--- src/rtl/intr_status_ctrl.sv ---
module intr_status_ctrl #(
  parameter int DATA_W = 32,
  parameter int ADDR_W = 8,
  parameter logic [ADDR_W-1:0] STAT_ADDR  = 8'h20,
  parameter logic [ADDR_W-1:0] STEN_ADDR  = 8'h24,
  parameter logic [ADDR_W-1:0] SIGEN_ADDR = 8'h28,
  parameter logic [ADDR_W-1:0] FORCE_ADDR = 8'h2C,
  parameter logic [DATA_W-1:0] LEVEL_MASK  = 32'h0000_001F,
  parameter logic [DATA_W-1:0] STICKY_MASK = 32'h03FF_F2A0
) (
  input  logic              clk,
  input  logic              rst_n,
  input  logic              reg_wr,
  input  logic [ADDR_W-1:0] reg_addr,
  input  logic [DATA_W-1:0] reg_wdata,
  output logic [DATA_W-1:0] reg_rdata,
  input  logic [DATA_W-1:0] cond_in,
  output logic              irq_o
);
  localparam logic [DATA_W-1:0] IMPL_MASK = LEVEL_MASK | STICKY_MASK;

  logic [DATA_W-1:0] sten_q, sigen_q, sticky_q;
  logic [DATA_W-1:0] status_w, set_w, clr_w, force_w;
  logic wr_stat, wr_sten, wr_sigen, wr_force;

  assign wr_stat  = reg_wr && (reg_addr == STAT_ADDR);
  assign wr_sten  = reg_wr && (reg_addr == STEN_ADDR);
  assign wr_sigen = reg_wr && (reg_addr == SIGEN_ADDR);
  assign wr_force = reg_wr && (reg_addr == FORCE_ADDR);

  assign force_w  = wr_force ? reg_wdata : '0;
  assign clr_w    = wr_stat ? reg_wdata : '0;
  assign set_w    = (cond_in | force_w) & sten_q & STICKY_MASK;
  assign status_w = sticky_q | (cond_in & sten_q & LEVEL_MASK);

  always_ff @(posedge clk) begin
    if (!rst_n) begin
      sten_q   <= '0;
      sigen_q  <= '0;
      sticky_q <= '0;
      irq_o    <= 1'b0;
    end else begin
      if (wr_sten)  sten_q  <= reg_wdata & IMPL_MASK;
      if (wr_sigen) sigen_q <= reg_wdata & IMPL_MASK;
      sticky_q <= (sticky_q & ~clr_w) | set_w;
      irq_o    <= |(status_w & sigen_q);
    end
  end

  always_comb begin
    reg_rdata = '0;
    if (reg_addr == STAT_ADDR)  reg_rdata = status_w;
    if (reg_addr == STEN_ADDR)  reg_rdata = sten_q;
    if (reg_addr == SIGEN_ADDR) reg_rdata = sigen_q;
  end
endmodule

--- config.mk ---
export PLATFORM = sky130hd
export DESIGN_NAME = intr_status_ctrl
export DESIGN_NICKNAME = d
export VERILOG_FILES = /design/src/rtl/intr_status_ctrl.sv
export SDC_FILE = /design/constraint.sdc
export NUM_CORES = 1
export LEC_CHECK = 0
export ABC_AREA = 1
export BUFFER_PORTS_ARGS = -buffer_cell sky130_fd_sc_hd__buf_2
export CAP_MARGIN = 10
export CORE_UTILIZATION = 50
export CTS_BUF_LIST = sky130_fd_sc_hd__clkbuf_16
export DETAILED_ROUTE_END_ITERATION = 7
export PLACE_DENSITY_LB_ADDON = 0.15
export SLEW_MARGIN = 20
export SYNTH_ARGS = -nofsm -noshare
export SYNTH_HDL_FRONTEND = slang
export SYNTH_SLANG_ARGS = --single-unit
--- constraint.sdc ---
create_clock -name clk -period 1.6 [get_ports clk]
set_clock_uncertainty 0.1 [all_clocks]
set_input_delay 0.08 -clock clk [delete_from_list [all_inputs] [get_ports clk]]
set_output_delay 0.08 -clock clk [all_outputs]
set_load 0.02 [all_outputs]
==> impl_results.html <==
<table>
<tr><th>Metric</th><th>Value</th></tr>
<tr><th colspan="2">Status</th></tr>
<tr><td>Run status</td><td>finished, final reports clean</td></tr>
<tr><th colspan="2">Worst setup path</th></tr>
<tr><td>Slowest cell on the critical path</td><td>sky130_fd_sc_hd__nor2_4</td></tr>
<tr><td>Endpoint kind of the worst setup timing path</td><td>output pin</td></tr>
<tr><td>Worst flop-to-flop path startpoint</td><td>sigen_q[18]$_SDFFE_PN0P_</td></tr>
<tr><td>Worst-path cell chain</td><td>buf_2 -&gt; nor2_4 -&gt; buf_4 -&gt; nand3_1 -&gt; nor2_4 -&gt; buf_12 -&gt; nand2_1 -&gt; nand3_1 -&gt; o21ai_0 -&gt; inv_1 -&gt; buf_2</td></tr>
<tr><td>Number of cells traversed by the worst register-to-register path</td><td>6</td></tr>
<tr><td>Arrival @ worst endpoint</td><td>1.35 ns</td></tr>
<tr><td>Setup Crit Path Kind</td><td>in2out</td></tr>
<tr><td>Flop2flop setup slack</td><td>0.33 ns</td></tr>
<tr><td>Crit-path max FO</td><td>7</td></tr>
<tr><td>Longest individual stage delay on the worst path</td><td>0.21 ns</td></tr>
<tr><td>Type of origin of the critical path</td><td>primary input</td></tr>
<tr><td>Reg2Reg Capture Point</td><td>irq_o$_SDFF_PN0_</td></tr>
<tr><td>Endpoint required time on the critical path</td><td>1.42 ns</td></tr>
<tr><th colspan="2">Layout</th></tr>
<tr><td>Number of diodes added for antenna fixing</td><td>0</td></tr>
<tr><td>Number of filler instances in the final layout</td><td>586</td></tr>
<tr><td>Layout overhead on the synthesized area</td><td>40.0%</td></tr>
<tr><td>Utilization after layout</td><td>0.736</td></tr>
<tr><td>Layout cell share with drive strength beyond 1</td><td>0.210</td></tr>
<tr><td>Fin nets</td><td>824</td></tr>
<tr><th colspan="2">Detailed routing</th></tr>
<tr><td>Detail-routed net length per standard cell</td><td>13.7 um</td></tr>
<tr><td>Residual antenna-violating net count after detailed routing</td><td>0</td></tr>
<tr><td>Total detailed-routing wirelength</td><td>11,600 um</td></tr>
<tr><td>Number of vias in the routed layout</td><td>4,575</td></tr>
<tr><td>Via-per-instance ratio</td><td>roughly 5.4</td></tr>
<tr><td>Number of DRC markers after the initial detailed-route iteration</td><td>around 330</td></tr>
<tr><td>Number of optimization iterations in the first detailed-route pass</td><td>7</td></tr>
<tr><td>DRC errors left</td><td>0</td></tr>
<tr><th colspan="2">Pwr</th></tr>
<tr><td>Power per cell area</td><td>808 nW/um^2</td></tr>
<tr><td>Maximum ir drop on the vdd rail</td><td>between 600 and 700 uV</td></tr>
<tr><td>Static leakage</td><td>2.38 nW</td></tr>
<tr><td>Total Power Consumption</td><td>approximately 4.4 mW</td></tr>
<tr><th colspan="2">Hold path</th></tr>
<tr><td>Hold EP</td><td>sticky_q[22]$_SDFF_PN0_</td></tr>
<tr><td>Hold path startpoint</td><td>cond_in[22]</td></tr>
<tr><td>Hold WC Path Type</td><td>in2reg</td></tr>
<tr><td>Hold Path Stages</td><td>5</td></tr>
<tr><th colspan="2">Floorplan</th></tr>
<tr><td>Total number of placement rows</td><td>31</td></tr>
<tr><td>Number of top-level pins</td><td>108</td></tr>
<tr><td>CORE AREA</td><td>7410 sq um</td></tr>
<tr><td>Initial standard-cell utilization of the core</td><td>0.526</td></tr>
<tr><td>Vert. Die Dim</td><td>90.3 um</td></tr>
<tr><td>Die ar.</td><td>between 8000 and 9000 sq um</td></tr>
<tr><td>Die extent in x</td><td>90.3 um</td></tr>
<tr><th colspan="2">GRT</th></tr>
<tr><td>Total Routing Usage GR</td><td>0.287</td></tr>
<tr><td>Number of antenna violations at the first check in global routing</td><td>0</td></tr>
<tr><td>Wire length of the first global-routing pass</td><td>19,200 um</td></tr>
<tr><td>Maximum number of pins on one net before global-route repair</td><td>just under 80</td></tr>
<tr><td>Total gr overflow</td><td>0</td></tr>
<tr><td>Vias in the first global route</td><td>about 4,300</td></tr>
<tr><th colspan="2">Yosys</th></tr>
<tr><td>Sequential area share after synthesis</td><td>0.396</td></tr>
<tr><td>Post-synthesis area per instance</td><td>6.49 sq um</td></tr>
<tr><td>Count of distinct cell types in the synthesized netlist</td><td>25</td></tr>
<tr><td>Yosys reg bits</td><td>77</td></tr>
<tr><td>Post-synthesis instance area</td><td>3890 sq um</td></tr>
<tr><td>Net count of the mapped netlist</td><td>675</td></tr>
<tr><td>Count of mapped cells out of synthesis</td><td>600</td></tr>
<tr><td>Synthesis warning total</td><td>0</td></tr>
<tr><th colspan="2">Clock tree</th></tr>
<tr><td>Clock insertion delay at the later pin of the skew report</td><td>~0.33 ns</td></tr>
<tr><td>Total number of H-tree levels</td><td>3</td></tr>
<tr><td>Clock root cell</td><td>sky130_fd_sc_hd__clkbuf_16</td></tr>
<tr><td>Number of buffers added by the clock tree synthesis step</td><td>9</td></tr>
<tr><td>Clock transition at the register clock pins on the worst setup and hold paths after CTS</td><td>0.06 ns</td></tr>
<tr><td>Buffer depth of the longest clock path</td><td>2</td></tr>
<tr><td>Number of sinks on the clock net</td><td>77</td></tr>
<tr><td>Clock tree from TritonCTS</td><td>yes</td></tr>
<tr><th colspan="2">Timing</th></tr>
<tr><td>Hold violation count in the final report</td><td>0</td></tr>
<tr><td>Highest achievable clock rate</td><td>about 650 MHz</td></tr>
<tr><td>Transition time at the pin with the least slew margin</td><td>0.360 ns</td></tr>
<tr><td>Count of final setup violators</td><td>0</td></tr>
<tr><td>RSZ-0062 raised after global routing</td><td>no</td></tr>
<tr><td>Post-route fraction of the period consumed by the critical path</td><td>0.956</td></tr>
<tr><td>Hold slack</td><td>a little over 0.004 ns</td></tr>
<tr><td>Worst rel slew slack</td><td>0.760</td></tr>
<tr><td>Crit path time final</td><td>between 1.5 and 2 ns</td></tr>
<tr><td>Min setup slack post-route</td><td>0.0711 ns</td></tr>
<tr><td>Final Max Tran Viols</td><td>0</td></tr>
<tr><th colspan="2">Place</th></tr>
<tr><td>Weighted congestion at the end of routability-driven global placement</td><td>0.792</td></tr>
<tr><td>Number of buffer cells added on primary ports</td><td>97</td></tr>
<tr><td>Setup slack at placement</td><td>-0.0167 ns</td></tr>
<tr><td>Post-detailed-placement half-perimeter wirelength</td><td>7210 um</td></tr>
<tr><th colspan="2">Flow run</th></tr>
<tr><td>Reported max-cap violation count</td><td>0</td></tr>
</table>
[logic make-up after synthesis]
| kind of cell | count (synthesis) | synth area share |
|---|---|---|
| buffers and inverters | 85 | 0.0951 |
| and+or+nand+nor | 367 | 0.416 |
| AOI/OAI and AO/OA | 71 | 0.0932 |
| DFF | 77 | 0.396 |
[worst max path at each step]
stage / start / cells after the start / slack [ns] / end
2_1_floorplan: reg_addr[1] / 7 / 0.30 / reg_rdata[12]
3_3_place_gp: reg_addr[4] / 10 / 0.04 / reg_rdata[2]
3_5_place_dp: reg_addr[7] / 10 / -0.02 / reg_rdata[2]
4_1_cts: reg_addr[7] / 10 / 0.006 / reg_rdata[2]
5_1_grt: reg_addr[1] / 11 / 0.003 / reg_rdata[16]
6_report: reg_addr[1] / 11 / 0.07 / reg_rdata[16]
[worst max-delay path, delay by kind of cell]
family          cells  cell delay [ns]
compound gates      1             0.07
simple gates        5             0.57
buf+inv             5             0.62
[where the power goes]
group,switching (mW),internal (mW)
sequential,0.00128,1.92
combinational,0.188,0.172
clock,0.780,1.34
[state kept, by name, summed over array words and instances, names as in the netlist]
| register | cells |
|---|---|
| sten_q | 22 |
| sticky_q | 32 |
| irq_o | 1 |
| sigen_q | 22 |
[timing repair]
| item | CTS | global route |
|---|---|---|
| hold buffers | 48 | 0 |
| endpoints found under the setup margin | 2 | 11 |
| setup buffers | 0 | 6 |
| endpoints found under the hold margin | 72 | 0 |
| resized for setup | 3 | 7 |
| gates cloned | 0 | 1 |
| pin swaps | 1 | 3 |
[stage by stage]
stage | cell area (sq um) | cells | TNS [ns]
after floorplan | 3890 | 600 | 0
after global placement | 4560 | 782 | 0
after detailed placement | 4560 | 782 | -0.0167
after CTS | 5360 | 845 | 0
after global routing | 5450 | 852 | 0
final | 5450 | 852 | 0
[metal layers]
metal  track usage  wire (um)  share of wire  vias to the layer above
met5             0          0              0                        -
li1              -          -              -                     2264
met4         0.136        258          0.022                        0
met3        0.0387        788          0.068                       29
met1         0.357       4860           0.42                     2077
met2         0.490       5730           0.49                      205
[placed cells by master (no fill, tap or decap)]
cell                              n
sky130_fd_sc_hd__a21o_1           3
sky130_fd_sc_hd__a21oi_1         61
sky130_fd_sc_hd__buf_12           5
sky130_fd_sc_hd__buf_2           96
sky130_fd_sc_hd__buf_4           26
sky130_fd_sc_hd__buf_6            3
sky130_fd_sc_hd__bufinv_16        2
sky130_fd_sc_hd__clkbuf_16       10
sky130_fd_sc_hd__clkinv_1         2
sky130_fd_sc_hd__clkinv_2         1
sky130_fd_sc_hd__clkinvlp_4       1
sky130_fd_sc_hd__dfxtp_1         77
sky130_fd_sc_hd__dlygate4sd3_1   48
sky130_fd_sc_hd__inv_1           40
sky130_fd_sc_hd__inv_2            4
sky130_fd_sc_hd__nand2_1        188
sky130_fd_sc_hd__nand2_2          2
sky130_fd_sc_hd__nand3_1        114
sky130_fd_sc_hd__nand4_1         21
sky130_fd_sc_hd__nand4_2          1
sky130_fd_sc_hd__nor2_1          32
sky130_fd_sc_hd__nor2_2           3
sky130_fd_sc_hd__nor2_4           2
sky130_fd_sc_hd__nor3_1           1
sky130_fd_sc_hd__nor3_4           2
sky130_fd_sc_hd__nor3b_1          1
sky130_fd_sc_hd__o21ai_0          2
sky130_fd_sc_hd__o21ai_1          5
[final cells by class]
class	count	area, sq um	share of cell area
timing repair buffer	179	1320	0.241
sequential	77	1540	0.283
clock inverter	6	80.1	0.0147
tap	99	124	0.0227
clock buffer	9	225	0.0413
inverter	44	165	0.0303
multi-input combinational	438	2000	0.367
[synth_stat cells (all sizes together)]
master / instances / area (sq um)
nand2: 190 / 716
nand3: 114 / 571
dfxtp: 77 / 1540
a21oi: 61 / 305
inv: 43 / 161
nor2: 37 / 151
buf: 24 / 141
nand4: 22 / 144
clkbuf: 17 / 63.8
o21ai: 7 / 35.0
a21o: 3 / 22.5
nor3: 3 / 31.3
clkinv: 1 / 3.75
nor3b: 1 / 7.51
(Power assumes the default switching activity.)
